[src/rtl/adt_pkg.sv]
package adt_pkg;

  typedef enum logic [1:0] {
    ADT_OK       = 2'd0,
    ADT_MISALIGN = 2'd1,
    ADT_BADADDR  = 2'd2
  } adt_err_e;

  localparam int        ATTR_VALID_BIT = 0;
  localparam int        ATTR_END_BIT   = 1;
  localparam int        ATTR_IRQ_BIT   = 2;
  localparam logic [1:0] ATTR_ACT_XFER = 2'b10;

  // address [63:32], length [31:16], attribute [15:0]
  typedef struct packed {
    logic [31:0] addr;
    logic [15:0] len;
    logic [15:0] attr;
  } adt_desc_t;

  function automatic logic [15:0] adt_attr(input logic last);
    logic [15:0] a;
    a = '0;
    a[ATTR_VALID_BIT] = 1'b1;
    a[ATTR_END_BIT]   = last;
    a[ATTR_IRQ_BIT]   = 1'b0;
    a[5:4]            = ATTR_ACT_XFER;
    return a;
  endfunction

endpackage

[src/rtl/adt_screen.sv]
module adt_screen
  import adt_pkg::*;
#(
  parameter int BASE_W    = 64,
  parameter int LEN_W     = 32,
  parameter int DEPTH     = 16,
  parameter int CHUNK_MAX = 65528
) (
  input  logic [BASE_W-1:0] base,
  input  logic [LEN_W-1:0]  len,
  output adt_err_e          err
);

  localparam logic [63:0] LIMIT = 64'(DEPTH) * 64'(CHUNK_MAX);

  logic hi_set;
  logic len_zero;
  logic len_big;

  generate
    if (BASE_W > 32) begin : g_hi
      assign hi_set = |base[BASE_W-1:32];
    end else begin : g_nohi
      assign hi_set = 1'b0;
    end
  endgenerate

  assign len_zero = (len == '0);
  assign len_big  = (64'(len) > LIMIT);

  // Priority: zero length, then address range, then table capacity.
  always_comb begin
    if (len_zero)      err = ADT_MISALIGN;
    else if (hi_set)   err = ADT_BADADDR;
    else if (len_big)  err = ADT_MISALIGN;
    else               err = ADT_OK;
  end

endmodule

[src/rtl/adt_slicer.sv]
module adt_slicer
  import adt_pkg::*;
#(
  parameter int LEN_W     = 32,
  parameter int CHUNK_MAX = 65528
) (
  input  logic [LEN_W-1:0] remain,
  input  logic [31:0]      addr,
  output logic [15:0]      piece,
  output logic             last,
  output adt_desc_t        desc
);

  localparam logic [LEN_W-1:0] CMAX = LEN_W'(CHUNK_MAX);

  always_comb begin
    last  = (remain <= CMAX);
    piece = last ? remain[15:0] : CMAX[15:0];
    desc.addr = addr;
    desc.len  = piece;
    desc.attr = adt_attr(last);
  end

endmodule

[src/rtl/adt_table.sv]
module adt_table #(
  parameter int DEPTH = 16,
  parameter int IDX_W = 4,
  parameter int DW    = 64
) (
  input  logic             clk,
  input  logic             we,
  input  logic [IDX_W-1:0] waddr,
  input  logic [DW-1:0]    wdata,
  input  logic [IDX_W-1:0] raddr,
  output logic [DW-1:0]    rdata
);

  // Storage array: no reset, entries keep contents until rewritten.
  logic [DW-1:0] mem [DEPTH];

  always_ff @(posedge clk) begin
    if (we) mem[waddr] <= wdata;
  end

  assign rdata = mem[raddr];

endmodule

[src/rtl/adt_gen.sv]
module adt_gen
  import adt_pkg::*;
#(
  parameter int BASE_W    = 64,
  parameter int LEN_W     = 32,
  parameter int DEPTH     = 16,
  parameter int CHUNK_MAX = 65528,
  localparam int IDX_W    = (DEPTH > 1) ? $clog2(DEPTH) : 1,
  localparam int CNT_W    = $clog2(DEPTH + 1)
) (
  input  logic              clk,
  input  logic              rst_n,
  input  logic              start,
  input  logic [BASE_W-1:0] base_addr,
  input  logic [LEN_W-1:0]  total_len,
  output logic              busy,
  output logic              done,
  output logic [1:0]        err_code,
  output logic [CNT_W-1:0]  desc_count,
  output logic              dsc_valid,
  input  logic              dsc_ready,
  output logic [63:0]       dsc_data,
  output logic [IDX_W-1:0]  dsc_index,
  input  logic [IDX_W-1:0]  rd_idx,
  output logic [63:0]       rd_data
);

  typedef enum logic { ST_IDLE = 1'b0, ST_GEN = 1'b1 } st_e;

  st_e              state_q, state_d;
  logic [LEN_W-1:0] rem_q, rem_d;
  logic [31:0]      addr_q, addr_d;
  logic [CNT_W-1:0] idx_q, idx_d;
  logic [CNT_W-1:0] cnt_q, cnt_d;
  adt_err_e         err_q, err_d;
  logic             done_q, done_d;
  logic             walk_en;
  logic             stat_en;

  adt_err_e  screen_err;
  logic [15:0] piece;
  logic      last;
  adt_desc_t cur;
  logic      accept;

  adt_screen #(
    .BASE_W(BASE_W), .LEN_W(LEN_W), .DEPTH(DEPTH), .CHUNK_MAX(CHUNK_MAX)
  ) u_screen (
    .base(base_addr), .len(total_len), .err(screen_err)
  );

  adt_slicer #(
    .LEN_W(LEN_W), .CHUNK_MAX(CHUNK_MAX)
  ) u_slicer (
    .remain(rem_q), .addr(addr_q), .piece(piece), .last(last), .desc(cur)
  );

  assign busy      = (state_q == ST_GEN);
  assign dsc_valid = busy;
  assign dsc_data  = cur;
  assign dsc_index = idx_q[IDX_W-1:0];
  assign accept    = dsc_valid && dsc_ready;

  adt_table #(
    .DEPTH(DEPTH), .IDX_W(IDX_W), .DW(64)
  ) u_table (
    .clk(clk), .we(accept), .waddr(idx_q[IDX_W-1:0]), .wdata(cur),
    .raddr(rd_idx), .rdata(rd_data)
  );

  // Next-state logic
  always_comb begin
    state_d = state_q;
    rem_d   = rem_q;
    addr_d  = addr_q;
    idx_d   = idx_q;
    cnt_d   = cnt_q;
    err_d   = err_q;
    done_d  = 1'b0;
    walk_en = 1'b0;
    stat_en = 1'b0;
    unique case (state_q)
      ST_IDLE: begin
        if (start) begin
          stat_en = 1'b1;
          err_d   = screen_err;
          cnt_d   = '0;
          if (screen_err != ADT_OK) begin
            done_d = 1'b1;
          end else begin
            walk_en = 1'b1;
            state_d = ST_GEN;
            rem_d   = total_len;
            addr_d  = base_addr[31:0];
            idx_d   = '0;
          end
        end
      end
      ST_GEN: begin
        if (dsc_ready) begin
          walk_en = 1'b1;
          rem_d   = rem_q - LEN_W'(piece);
          addr_d  = addr_q + 32'(piece);
          idx_d   = idx_q + 1'b1;
          if (last) begin
            stat_en = 1'b1;
            state_d = ST_IDLE;
            done_d  = 1'b1;
            cnt_d   = idx_q + 1'b1;
          end
        end
      end
      default: state_d = ST_IDLE;
    endcase
  end

  // Registers
  always_ff @(posedge clk or negedge rst_n) begin
    if (!rst_n) begin
      state_q <= ST_IDLE;
      rem_q   <= '0;
      addr_q  <= '0;
      idx_q   <= '0;
      cnt_q   <= '0;
      err_q   <= ADT_OK;
      done_q  <= 1'b0;
    end else begin
      state_q <= state_d;
      done_q  <= done_d;
      if (walk_en) begin
        rem_q  <= rem_d;
        addr_q <= addr_d;
        idx_q  <= idx_d;
      end
      if (stat_en) begin
        cnt_q <= cnt_d;
        err_q <= err_d;
      end
    end
  end

  assign done       = done_q;
  assign err_code   = err_q;
  assign desc_count = cnt_q;

  // Assertions
  p_attr_code_r2: assert property (@(posedge clk) disable iff (!rst_n)
    dsc_valid |-> (dsc_data[0] && !dsc_data[2] && dsc_data[5:4] == 2'b10))
    else $error("attribute encoding broken");

  p_piece_bound_r3: assert property (@(posedge clk) disable iff (!rst_n)
    dsc_valid |-> (dsc_data[31:16] != 16'd0 && 32'(dsc_data[31:16]) <= 32'(CHUNK_MAX)))
    else $error("piece length out of range");

  p_addr_step_r3: assert property (@(posedge clk) disable iff (!rst_n)
    (accept && !dsc_data[1]) |=>
      (dsc_valid && dsc_data[63:32] == $past(dsc_data[63:32] + 32'(dsc_data[31:16]))))
    else $error("piece address did not advance by length");

  p_end_closes_r4: assert property (@(posedge clk) disable iff (!rst_n)
    (accept && dsc_data[1]) |=> (!busy && done && err_code == 2'd0))
    else $error("end flag did not close chain");

  p_err_empty_r5: assert property (@(posedge clk) disable iff (!rst_n)
    (done && err_code != 2'd0) |-> (desc_count == '0))
    else $error("error with nonzero count");

  p_badaddr_r6: assert property (@(posedge clk) disable iff (!rst_n)
    (start && !busy && total_len != '0 && (64'(base_addr) >> 32) != 64'd0) |=>
      (done && err_code == 2'd2 && !busy))
    else $error("high address not rejected");

  p_hold_r8: assert property (@(posedge clk) disable iff (!rst_n)
    (dsc_valid && !dsc_ready) |=> (dsc_valid && $stable(dsc_data) && $stable(dsc_index)))
    else $error("descriptor changed under back-pressure");

  p_idle_quiet_r10: assert property (@(posedge clk) disable iff (!rst_n)
    !busy |-> !dsc_valid)
    else $error("valid while idle");

  p_done_pulse_r11: assert property (@(posedge clk) disable iff (!rst_n)
    done |=> !done)
    else $error("done longer than one cycle");

endmodule

[config.mk]
export PLATFORM = sky130hd
export DESIGN_NAME = adt_gen
export DESIGN_NICKNAME = d
export VERILOG_FILES = /design/src/rtl/adt_pkg.sv /design/src/rtl/adt_screen.sv /design/src/rtl/adt_slicer.sv /design/src/rtl/adt_table.sv /design/src/rtl/adt_gen.sv
export SDC_FILE = /design/constraint.sdc
export NUM_CORES = 1
export LEC_CHECK = 0
export ABC_CLOCK_PERIOD_IN_PS = 13300
export BUFFER_PORTS_ARGS = -buffer_cell sky130_fd_sc_hd__clkbuf_2
export CAP_MARGIN = 20
export CELL_PAD_IN_SITES_DETAIL_PLACEMENT = 0
export CELL_PAD_IN_SITES_GLOBAL_PLACEMENT = 1
export CORE_MARGIN = 2
export CORE_UTILIZATION = 55
export CTS_CLUSTER_SIZE = 16
export DETAILED_ROUTE_END_ITERATION = 16
export GPL_TIMING_DRIVEN = 0
export HOLD_SLACK_MARGIN = 0.06
export PLACE_DENSITY_LB_ADDON = 0.1
export SYNTH_ARGS = -nofsm -noshare
export SYNTH_HDL_FRONTEND = slang
export SYNTH_HIERARCHICAL = 1
export SYNTH_SLANG_ARGS = --single-unit
[constraint.sdc]
create_clock -name clk -period 13.3 [get_ports clk]
set_clock_uncertainty 0.2 [all_clocks]
set_input_delay 3.99 -clock clk [delete_from_list [all_inputs] [get_ports clk]]
set_output_delay 3.99 -clock clk [all_outputs]
set_load 0.01 [all_outputs]
==> results.sh, run 1 <==
export IMPL_post_cts_setup_buffers=0
export IMPL_cts_max_level=3
export IMPL_syn_inst=2436
export IMPL_drc=0
export IMPL_ctsResizeCount=0
export IMPL_async_flop_share_pct=7.08
export IMPL_cts_buffers=110
export IMPL_dr_pass1_iters=7
export IMPL_grt_max_degree=55
export IMPL_core_sq_mm=0.0817
export IMPL_place_ws_ps=2950
export IMPL_grt_pass1_wl_um=173000
export IMPL_yosysSeqAreaShare_pct=72.5
export IMPL_antenna_found_initial=0
export IMPL_grt_pass1_vias=26078
export IMPL_synth_edf_count=1024
export IMPL_chipHeight_um=290
export IMPL_crit_path_max_incr_delay_ps=670
export IMPL_grt_remaining_overflow=0
export IMPL_min_path_type="reg2reg"
export IMPL_path_clk_slew_ps=60
export IMPL_ctsHoldBuffers=0
export IMPL_antenna_left=0
export IMPL_syn_to_final_growth_pct=16.7
export IMPL_finalPower_mw=7.07
export IMPL_yosysWarnings=6
export IMPL_drive_above_1_share_pct=29.7
export IMPL_cts_root_buf="clkbuf_16"
export IMPL_routabilityCongestion=0.894
export IMPL_start_util_pct=55.2
export IMPL_layout_min_cycle_time_ps=10380
export IMPL_num_rows=105
export IMPL_num_fill_cells=5704
export IMPL_arrival_ps=6190
export IMPL_endpoint_kind="output pin"
export IMPL_crit_type="in2out"
export IMPL_cts_buffer_depth=3
export IMPL_synth_area_per_cell_sq_um=18.5
export IMPL_synth_flop_cell="edfxtp_1"
export IMPL_critPathBufInv=4
export IMPL_dieArea_sq_mm=0.0844
export IMPL_drt_iter0_drc=2562
export IMPL_crit_required_ps=9110
export IMPL_worstMarginPinSlew_ps=1010
export IMPL_ys_types=80
export IMPL_power_density_mw_per_mm2=134
export IMPL_setup_violations_final=0
export IMPL_cts_tree="yes"
export IMPL_place_hpwl_um=79600
export IMPL_min_period_over_period_pct=78.0
export IMPL_crit_family="buffers and inverters"
export IMPL_max_freq_mhz=96.4
export IMPL_die_width_um=290
export IMPL_status="finished clean"
export IMPL_leakage_nw=18.8
export IMPL_nNetsFinal=3001
export IMPL_start_kind="primary input"
export IMPL_path_cells="clkbuf_2 > and2_1 > clkbuf_1 > clkbuf_1 > a22oi_1 > nand2_1 > clkbuf_2"
export IMPL_rsz0062_at_grt="false"
export IMPL_vias_per_cell=6.33
export IMPL_syn_area_sq_mm=0.0451
export IMPL_max_vdd_ir_drop_mv=0.0935
export IMPL_relSlewSlack_pct=32.1
export IMPL_hold_violations=0
export IMPL_num_vias=25497
export IMPL_routedWlPerCell_um=29.2
export IMPL_grt_util_all_layers_pct=28.1
export IMPL_io_buffer_count=227
export IMPL_cts_sinks=1102
export IMPL_insertion_delay_ps=680
export IMPL_maxCapViolCount=0
export IMPL_ys_ff_latch=1102
export IMPL_critPathSlowestCell="clkbuf_1"
export IMPL_drv_slew=0
export IMPL_drt_wl_total_um=118000
export IMPL_worst_path_max_fanout=10
export IMPL_io_pin_count=246
export IMPL_layout_setup_ws_ps=2920
-- sequential cells by signal, summed over array words and instances (netlist names) --
| name | flops |
|---|---|
| idx_q | 5 |
| addr_q | 32 |
| u_table/mem | 1024 |
| done | 1 |
| err_code | 2 |
| busy | 1 |
| rem_q | 32 |
| desc_count | 5 |
-- through the flow --
stage / instances / util [%] / hold WS [ps] / TNS, ps / instance area (sq um)
global route: 4025 / 64.4 / 345 / 0 / 52600
CTS: 4025 / 64.4 / 317 / 0 / 52600
floorplan: 2449 / - / 261 / 0 / 45200
detailed placement: 3820 / 60.0 / 303 / 0 / 49000
finish: 4026 / 64.4 / 317 / 0 / 52600
global placement: 3746 / 58.3 / 294 / -1338620 / 47700
-- logic make-up after synthesis --
kind of cell	count (synthesis)	share of synthesized area [%]
DFF	1102	72.5
and+or+nand+nor	408	4.43
AOI/OAI and AO/OA	367	5.60
muxes	278	13.3
buffers and inverters	218	2.72
adders and majority gates	35	1.00
xor gates and xnor gates	26	0.505
other	2	0.0166
-- final timing paths --
kind,startpoint,endpoint,slack (ps),depth (start not counted)
worst max register to register,busy,u_table/mem[12][18],7750,11
worst min register to register,addr_q[2],addr_q[2],320,2
worst max-delay path,rd_idx[2],rd_data[38],2920,7
min in group asynchronous,rst_n,addr_q[0],3070,1
max in group asynchronous,rst_n,addr_q[29],9170,2
worst min-delay path,addr_q[2],addr_q[2],320,2
-- worst register-to-register path: stages (launching register included) --
cell,delay (ps)
dfrtp_1,380
clkbuf_1,560
nand2_1,310
inv_1,400
clkbuf_1,660
clkbuf_1,780
nand3_1,480
nor3_2,680
buf_6,250
buf_6,190
buf_8,160
buf_6,180
-- synth_stat cells (13+ instances only) --
master	count	area share, %
buf_1	16	0.13
nand2_1	148	1.2
nand4_1	13	0.18
buf_6	14	0.35
mux2i_1	19	0.42
a21oi_1	79	0.88
buf_4	76	1.3
dfrtp_1	78	4.3
inv_1	23	0.19
mux4_2	256	13
nor3_1	27	0.30
xnor2_1	16	0.31
nor4_1	21	0.29
clkbuf_1	73	0.61
a22oi_1	129	2.1
and3_1	26	0.36
ha_1	33	0.91
edfxtp_1	1024	68
nor2_1	71	0.59
buf_2	15	0.17
nand3_1	33	0.37
o21ai_0	48	0.53
-- cells in the final DEF, fill, tap and decap left out, types with 19 or more instances in the layout --
| cell | instances |
|---|---|
| edfxtp_1 | 1024 |
| mux4_2 | 256 |
| clkbuf_2 | 226 |
| nand2_1 | 148 |
| a22oi_1 | 129 |
| clkbuf_16 | 110 |
| clkbuf_1 | 85 |
| buf_4 | 82 |
| a21oi_1 | 79 |
| dfrtp_1 | 78 |
| nor2_1 | 59 |
| o21ai_0 | 48 |
| buf_6 | 41 |
| nand3_1 | 33 |
| ha_1 | 33 |
| clkinv_2 | 29 |
| buf_12 | 27 |
| clkinv_1 | 26 |
| and3_1 | 26 |
| inv_1 | 23 |
| nor3_1 | 23 |
| nor4_1 | 21 |
| mux2i_1 | 19 |
-- routing by layer --
metal  up-vias  global-route usage (%)  part of all wire (%)
met3       191                    4.09                   7.1
met4         0                    8.23                   2.8
met2      1130                    46.1                    49
met1     13364                    39.9                    41
met5         -                       0                     0
li1      10812                       -                     -
-- where the power goes --
part	switching [mW]	internal, mW
clock network	1.29	1.83
logic	0.131	0.0796
registers	0.0000341	3.75
-- cell type report --
type | instances | area, sq um | share of cell area, %
clock inverter | 82 | 840 | 1.59
tap | 1070 | 1340 | 2.54
multi-input combinational | 1129 | 11400 | 21.6
clock buffer | 123 | 2810 | 5.34
antenna | 1 | 2.50 | 0.00475
buffer | 194 | 1140 | 2.16
inverter | 24 | 90.1 | 0.171
timing repair buffer | 301 | 2350 | 4.47
sequential | 1102 | 32700 | 62.1
No activity file was read; power rests on OpenSTA's default activity.
==> run 2, diff against run 1 <==
Settings changed: ABC_CLOCK_PERIOD_IN_PS 13300 to 10800, CORE_UTILIZATION 55 to 54.
Clock period 13.3 ns to 10.8 ns, I/O delays scaled along.
==> results.sh, run 2 (same netlist as run 1, synthesis figures left out) <==
export IMPL_min_path_type="reg2reg"
export IMPL_whs_ps=321
export IMPL_wl_met1_um=48800
export IMPL_seqCellArea_sq_mm=0.0327
export IMPL_core_sq_mm=0.0832
export IMPL_final_common_cell="edfxtp_1"
export IMPL_routedWlPerCell_um=29.7
export IMPL_arrival_ps=5420
export IMPL_leakage_nw=18.7
export IMPL_maxCapViolCount=0
export IMPL_power_density_mw_per_mm2=164
export IMPL_num_fill_cells=5928
export IMPL_worst_path_max_fanout=10
export IMPL_setup_violations_final=0
export IMPL_final_cell_mix="edfxtp_1 (1,024), mux4_2 (256), clkbuf_2 (226)"
export IMPL_cts_buffers=110
export IMPL_internal_power_mw=6.84
export IMPL_place_hpwl_um=80100
export IMPL_ctsHoldBuffers=0
export IMPL_crit_required_ps=7360
export IMPL_path_clk_slew_ps=60
export IMPL_dr_pass1_iters=5
export IMPL_drt_iter0_drc=2814
export IMPL_top_register="u_table/mem"
export IMPL_routabilityCongestion=0.926
export IMPL_highest_layer="met4"
export IMPL_antennaDiodeCount=0
export IMPL_drive_above_1_share_pct=29.3
export IMPL_endpoint_kind="output pin"
export IMPL_cts_sinks=1102
export IMPL_p_sw_mw=1.75
export IMPL_rsz0062_at_grt="false"
export IMPL_start_util_pct=54.3
export IMPL_max_vdd_ir_drop_mv=0.156
export IMPL_placed_cell_area_sq_mm=0.0490
export IMPL_drc=0
export IMPL_status="finished clean"
export IMPL_layout_min_cycle_time_ps=8860
export IMPL_grt_pass1_wl_um=174000
export IMPL_num_vias=25520
export IMPL_num_rows=106
export IMPL_cts_tree="yes"
export IMPL_clock_power_share_pct=43.3
export IMPL_cts_buffer_depth=3
export IMPL_top_regs="u_table/mem (1024), addr_q (32), rem_q (32)"
export IMPL_cts_max_level=3
export IMPL_cts_root_buf="clkbuf_16"
export IMPL_antenna_found_initial=0
export IMPL_ctsResizeCount=0
export IMPL_post_cts_setup_buffers=0
export IMPL_drv_slew=0
export IMPL_syn_to_final_growth_pct=16.4
export IMPL_dieArea_sq_mm=0.0859
export IMPL_pwr_share_seq_pct=53.7
export IMPL_crit_type="in2out"
export IMPL_max_freq_mhz=113
export IMPL_grt_max_degree=45
export IMPL_start_kind="primary input"
export IMPL_vias_per_cell=6.33
export IMPL_hold_violations=0
export IMPL_grt_util_all_layers_pct=28.1
export IMPL_largest_reg_flops=1024
export IMPL_comb_power_share_pct=3.0
export IMPL_min_period_over_period_pct=82.0
export IMPL_grt_pass1_vias=26020
export IMPL_switching_share_pct=20.4
export IMPL_grt_remaining_overflow=0
export IMPL_io_pin_count=246
export IMPL_drt_wl_total_um=120000
export IMPL_chipHeight_um=293
export IMPL_io_buffer_count=227
export IMPL_antenna_left=0
export IMPL_worstMarginPinSlew_ps=1190
export IMPL_relSlewSlack_pct=19.7
export IMPL_nNetsFinal=3003
export IMPL_multi_input_area_sq_mm=0.0114
export IMPL_final_area_sq_mm=0.0525
export IMPL_die_width_um=293
export IMPL_wl_met3_um=8260
export IMPL_wl_met2_um=60000
export IMPL_insertion_delay_ps=680
run 2: power by group through the flow:
stage          Combinational, mW  Clock, mW  Sequential [mW]
2_1_floorplan              0.149          0             4.70
3_3_place_gp               0.254          0             4.70
3_5_place_dp               0.257          0             4.70
4_1_cts                    0.258       3.78             4.61
5_1_grt                    0.278       3.94             4.61
6_report                   0.259       3.72             4.61
run 2: layer usage:
| metal | vias up | global-route usage [%] |
|---|---|---|
| li1 | 10816 | - |
| met1 | 13373 | 39.4 |
| met2 | 1148 | 47.1 |
| met3 | 183 | 3.33 |
| met4 | 0 | 7.69 |
| met5 | - | 0 |
run 2: through the flow:
stage,std cells,setup WS (ps),utilization (%),total power [mW],TNS (ps)
4_1_cts,4032,1930,63.2,8.65,0
3_5_place_dp,3832,1950,58.9,4.96,0
2_1_floorplan,2449,804,-,4.85,0
6_report,4032,1940,63.2,8.60,0
5_1_grt,4032,1880,63.2,8.83,0
3_3_place_gp,3756,-6360,57.3,4.96,-3362020
run 2: critical path, cell delays in order:
cell	delay, ps
clkbuf_2	100
nor2b_1	140
clkbuf_1	620
clkbuf_1	650
a22oi_1	190
nand2_1	260
clkbuf_2	190
run 2: area by class of cell:
type | count | area share [%]
plain buffers | 194 | 2.16
clock buffers | 135 | 5.55
clock inverters | 65 | 1.14
inverters | 24 | 0.171
multi-input cells | 1129 | 21.6
flip-flops and latches | 1102 | 62.2
well taps | 1080 | 2.57
repair buffers | 303 | 4.51
run 2: worst paths after layout:
kind / depth (start not counted) / startpoint / slack [ps] / endpoint
hold reg to reg: 1 / err_code[0] / 320 / err_code[0]
setup / recovery: 7 / rd_idx[3] / 1940 / rd_data[33]
min in group asynchronous: 1 / rst_n / 2370 / addr_q[1]
max in group asynchronous: 2 / rst_n / 7360 / addr_q[17]
hold / removal: 1 / err_code[0] / 320 / err_code[0]
setup reg to reg: 11 / busy / 4880 / u_table/mem[12][8]
